## src/rtl/colburst_pkg.sv

```systemverilog
package colburst_pkg;
  localparam int COL_W = 8;

  typedef enum logic [1:0] {
    LEN_1 = 2'd0,
    LEN_2 = 2'd1,
    LEN_4 = 2'd2,
    LEN_8 = 2'd3
  } len_code_e;

  typedef struct packed {
    logic [COL_W-1:0] base;
    len_code_e        len;
    logic             xor_order;
    logic             wrap_row;
  } burst_cfg_t;
endpackage

```

## src/rtl/colburst_cfg.sv

```systemverilog
module colburst_cfg
  import colburst_pkg::*;
#(
  parameter int CW = COL_W
) (
  input  logic          clk,
  input  logic          rst_n,
  input  logic          load,
  input  logic [CW-1:0] base_in,
  input  logic [1:0]    len_in,
  input  logic          xor_in,
  input  logic          wrap_in,
  output burst_cfg_t    cfg_q,
  output logic [CW-1:0] span_mask
);
  localparam logic [CW-1:0] ONE = CW'(1);

  always_ff @(posedge clk or negedge rst_n) begin
    if (!rst_n) begin
      cfg_q <= '0;
    end else if (load) begin
      cfg_q.base      <= base_in;
      cfg_q.len       <= len_code_e'(len_in);
      cfg_q.xor_order <= xor_in;
      cfg_q.wrap_row  <= wrap_in;
    end
  end

  // span covers the low bits that wrap; the whole row in wrap mode
  always_comb begin
    if (cfg_q.wrap_row) span_mask = '1;
    else                span_mask = (ONE << cfg_q.len) - ONE;
  end
endmodule

```

## src/rtl/colburst_beat_ctr.sv

```systemverilog
module colburst_beat_ctr #(
  parameter int CW = colburst_pkg::COL_W
) (
  input  logic          clk,
  input  logic          rst_n,
  input  logic          clear,
  input  logic          step,
  output logic [CW-1:0] beat
);
  always_ff @(posedge clk or negedge rst_n) begin
    if (!rst_n)     beat <= '0;
    else if (clear) beat <= '0;
    else if (step)  beat <= beat + 1'b1;
  end
endmodule

```

## src/rtl/colburst_addr_map.sv

```systemverilog
module colburst_addr_map #(
  parameter int CW     = colburst_pkg::COL_W,
  parameter bit XOR_EN = 1'b1
) (
  input  logic [CW-1:0] base,
  input  logic [CW-1:0] beat,
  input  logic [CW-1:0] span_mask,
  input  logic          xor_order,
  input  logic          wrap_row,
  output logic [CW-1:0] addr
);
  logic [CW-1:0] lin_addr;

  // linear wrap: add within the span, keep the bits above it
  always_comb lin_addr = (base & ~span_mask) | ((base + beat) & span_mask);

  generate
    if (XOR_EN) begin : g_xor
      logic [CW-1:0] xor_addr;
      always_comb begin
        xor_addr = base ^ (beat & span_mask);
        addr     = (xor_order && !wrap_row) ? xor_addr : lin_addr;
      end
    end else begin : g_lin
      always_comb addr = lin_addr;
    end
  endgenerate
endmodule

```

## src/rtl/colburst_agen.sv

```systemverilog
module colburst_agen
  import colburst_pkg::*;
(
  input  logic       clk,
  input  logic       rst_n,
  input  logic       start,
  input  logic [7:0] start_col,
  input  logic [1:0] burst_len,
  input  logic       interleave,
  input  logic       full_page,
  input  logic       stop,
  input  logic       beat_ready,
  output logic       col_valid,
  output logic [7:0] col_addr,
  output logic       col_last,
  output logic       burst_done
);
  burst_cfg_t       cfg;
  logic [COL_W-1:0] span_mask;
  logic [COL_W-1:0] beat;
  logic             valid_q, done_q;
  logic             accept, final_beat, step;

  colburst_cfg #(.CW(COL_W)) i_cfg (
    .clk(clk), .rst_n(rst_n), .load(start),
    .base_in(start_col), .len_in(burst_len),
    .xor_in(interleave), .wrap_in(full_page),
    .cfg_q(cfg), .span_mask(span_mask)
  );

  always_comb begin
    accept     = valid_q & beat_ready;
    final_beat = valid_q & ~cfg.wrap_row & (beat == span_mask);
    step       = accept & ~final_beat & ~stop;
  end

  colburst_beat_ctr #(.CW(COL_W)) i_ctr (
    .clk(clk), .rst_n(rst_n), .clear(start), .step(step), .beat(beat)
  );

  colburst_addr_map #(.CW(COL_W), .XOR_EN(1'b1)) i_map (
    .base(cfg.base), .beat(beat), .span_mask(span_mask),
    .xor_order(cfg.xor_order), .wrap_row(cfg.wrap_row), .addr(col_addr)
  );

  // start wins over stop; stop wins over a natural finish
  always_ff @(posedge clk or negedge rst_n) begin
    if (!rst_n) begin
      valid_q <= 1'b0;
      done_q  <= 1'b0;
    end else begin
      done_q <= ~start & ~stop & accept & final_beat;
      if (start)                    valid_q <= 1'b1;
      else if (stop)                valid_q <= 1'b0;
      else if (accept & final_beat) valid_q <= 1'b0;
    end
  end

  assign col_valid  = valid_q;
  assign col_last   = final_beat;
  assign burst_done = done_q;
endmodule

```

## config.mk

```make
export PLATFORM = sky130hd
export DESIGN_NAME = colburst_agen
export DESIGN_NICKNAME = d
export VERILOG_FILES = /design/src/rtl/colburst_pkg.sv /design/src/rtl/colburst_cfg.sv /design/src/rtl/colburst_beat_ctr.sv /design/src/rtl/colburst_addr_map.sv /design/src/rtl/colburst_agen.sv
export SDC_FILE = /design/constraint.sdc
export NUM_CORES = 1
export LEC_CHECK = 0
export BUFFER_PORTS_ARGS = -buffer_cell sky130_fd_sc_hd__buf_2
export CAP_MARGIN = 0
export CORE_MARGIN = 1.5
export CORE_UTILIZATION = 35
export CTS_BUF_LIST = sky130_fd_sc_hd__clkbuf_8
export DETAILED_ROUTE_END_ITERATION = 8
export SLEW_MARGIN = 20
export SYNTH_ARGS = -nofsm -noshare
export SYNTH_HDL_FRONTEND = slang
export SYNTH_SLANG_ARGS = --single-unit
```

## constraint.sdc

```tcl
create_clock -name clk -period 2.75 [get_ports clk]
set_input_delay 0.1375 -clock clk [delete_from_list [all_inputs] [get_ports clk]]
set_output_delay 0.1375 -clock clk [all_outputs]
set_load 0.005 [all_outputs]
```

==> flow_metrics.py <==
metrics = {
    "placed_design": {
        "place_inst": 254,
        "dp_hpwl_mm": 2.73,
        "place_area_um2": 1870,
        "port_buffers": 27,
        "place.gp.congestion": 0.805,
    },
    "power": {
        "power_uw": 842,
        "power_leakage_uw": 0.000923,
        "power_density_nw_per_um2": 421,
        "irDropWorstVdd_uv": 242,
    },
    "clocking": {
        "clock_sinks": 22,
        "cts.clk_slew.worst_paths_ns": 0.09,
        "cts_tree": "built",
        "cts_max_level": 1,
        "insertion_delay_ns": 0.27,
        "numCtsBuffers": 3,
        "root_buffer": "clkbuf_8",
        "cts_buffer_depth": 2,
    },
    "timing": {
        "relSlewSlack_pct": 65.7,
        "clock-skew-final_ns": 0.00929,
        "setup_viol": 0,
        "whs_ns": 0.0699,
        "finalHoldViolCount": 0,
        "rsz0062_at_grt": "false",
        "drv_slew": 0,
        "period_needed_ns": 2.64,
        "fmax_mhz": 379,
        "min_period_over_period_pct": 96.0,
        "worst_slew_pin_slew_ns": 0.515,
        "setup_tns_ns": 0,
    },
    "yosys": {
        "yosysTopAreaCell": "dfrtp_1",
        "syn_inst": 178,
        "synth_area_leaders": "dfrtp_1 33%, ha_1 14%, mux2_2 7.4%",
        "ys_seq_elements": 22,
        "ys_types": 38,
        "synth_common_cells": "22 x dfrtp_1, 18 x ha_1, 18 x nor2_1",
        "seq_area_frac_synth_pct": 33.1,
        "syn-num-nets": 214,
        "synth-edff-count": 0,
        "syn-cell-area_um2": 1660,
        "avgSynthCellArea_um2": 9.35,
        "synth.most_common_cell": "dfrtp_1",
        "synth_ff_type": "dfrtp_1",
        "synth.top_cell.area_share_pct": 33.1,
        "yosys_warnings": 0,
        "async_flop_share_pct": 100,
    },
    "die": {
        "die-height_um": 72.0,
        "die-area_um2": 5180,
        "coreArea_um2": 4470,
        "rows": 24,
        "io_pins": 28,
        "die_w_um": 72.0,
        "start_util_pct": 37.2,
    },
    "setup_path": {
        "crit_fanout": 2,
        "path_buf_inv": 2,
        "max_stage_delay_ns": 0.49,
        "critical_path_class": "reg2out",
        "endpoint_kind": "output pin",
        "arrival_ns": 2.50,
        "worst_ep_required_time_ns": 2.61,
        "crit_path_cell_trace": "or2_4, ha_4, nand2b_1, ha_1, or4b_4, nor4_4, buf_4, buf_6",
        "cpLargestDelayFamily": "simple AND/OR/NAND/NOR gates",
        "slowest_stage": "or4b_4",
        "startpoint_type": "register",
    },
    "cells_and_area": {
        "diodes": 0,
        "syn_to_final_growth_pct": 20.1,
        "drive_gt1_share_pct": 27.6,
        "finalInstanceArea_um2": 2000,
        "fin_cells": 262,
        "fin_nets": 247,
    },
    "global_route": {
        "grt_pass1_vias": 1344,
        "overflow": 0,
        "grt_max_degree": 25,
        "antenna_found_initial": 0,
        "grtUsageTotal_pct": 15.2,
        "grt_pass1_wl_mm": 6.20,
    },
    "drt": {
        "first_iter_violations": 68,
        "wire_per_inst_um": 14.0,
        "drc": 0,
        "final_antenna_net_count": 0,
        "vias": 1406,
        "viasPerCell": 5.37,
        "routed_wl_mm": 3.67,
        "drt_first_pass_iters": 4,
    },
    "worst_hold_path": {
        "hp-class": "in2reg",
    },
    "run": {
        "maxCapViolations": 0,
    },
    "status": {
        "status": "finished, final reports clean",
    },
}
-- layer usage --
layer	GRT usage (%)	vias to the layer above	wire, um
met1	21.6	678	1790
met5	0	-	0
li1	-	703	-
met4	5.03	0	48
met2	24.4	20	1730
met3	1.67	5	100
-- placed cells by master (no fill, tap or decap), types with 2 or more instances in the layout --
cell / instances
buf_2: 26
dfrtp_1: 21
nor2_1: 18
ha_1: 17
a21oi_1: 13
mux2_2: 11
nand2_1: 10
xnor2_1: 10
inv_1: 8
o21ai_0: 8
xor2_1: 6
buf_4: 6
nand2b_1: 4
nand3_1: 4
a21o_1: 4
nand4_1: 4
clkbuf_8: 4
o21bai_1: 2
nor2b_1: 2
a211oi_1: 2
nor3b_1: 2
a31oi_1: 2
o22ai_1: 2
and3_1: 2
buf_6: 2
-- power breakdown --
part / internal [uW] / switching, uW / total [uW]
combinational: 119 / 115 / 234
clock: 128 / 109 / 237
sequential: 343 / 27.0 / 370
-- through the flow --
step                      util [%]  setup WS [ns]
after global placement        41.8         0.0817
after CTS                     44.0         0.0423
after floorplan                  -        0.00207
after detailed placement      41.8         0.0404
after global routing          44.7       0.000297
final                         44.7          0.111
-- state kept, by name, summed over array words and instances (netlist names) --
signal,cells
i_ctr.beat,8
burst_done,1
i_cfg.cfg_q,12
col_valid,1
-- area by class of cell --
type                    instances  area [um^2]
inverters                       8         30.0
clock buffers                   4         55.1
well taps                      52         65.1
multi-input cells             141         1090
flip-flops and latches         22          552
fillers                       434         2480
repair buffers                 35          208
-- path summary, 6_finish.rpt --
check / startpoint / end / slack, ns / cells past startpoint
max: i_cfg.cfg_q[2] / col_last / 0.11 / 8
min: interleave / i_cfg.cfg_q[1] / 0.07 / 3
max reg2reg: i_cfg.cfg_q[2] / i_ctr.beat[4] / 0.16 / 10
min reg2reg: i_cfg.cfg_q[11] / i_cfg.cfg_q[11] / 0.55 / 1
max in group asynchronous: rst_n / i_ctr.beat[0] / 2.01 / 2
min in group asynchronous: rst_n / col_valid / 0.36 / 2
-- what timing repair did --
action / in CTS / in global routing
resized for setup: 4 / 4
setup endpoints to repair: 1 / 8
endpoints found under the hold margin: 22 / 0
hold buffers: 1 / 0
setup buffers: 1 / 2
pin swaps: 1 / 3
-- cell families after synthesis --
logic type | synth area share, %
AND/OR/NAND/NOR | 18.5
AO/OA/AOI/OAI | 14.4
flip-flops | 33.1
adder cells (fa/ha/maj) | 14.7
XOR/XNOR | 8.42
buffers and inverters | 3.38
multiplexers | 7.44
-- tightest hold or removal path, cell delays in order --
cell and delay (ns):
buf_2 0.07, nand2_1 0.04, o21ai_0 0.05
(Power assumes the default switching activity.)
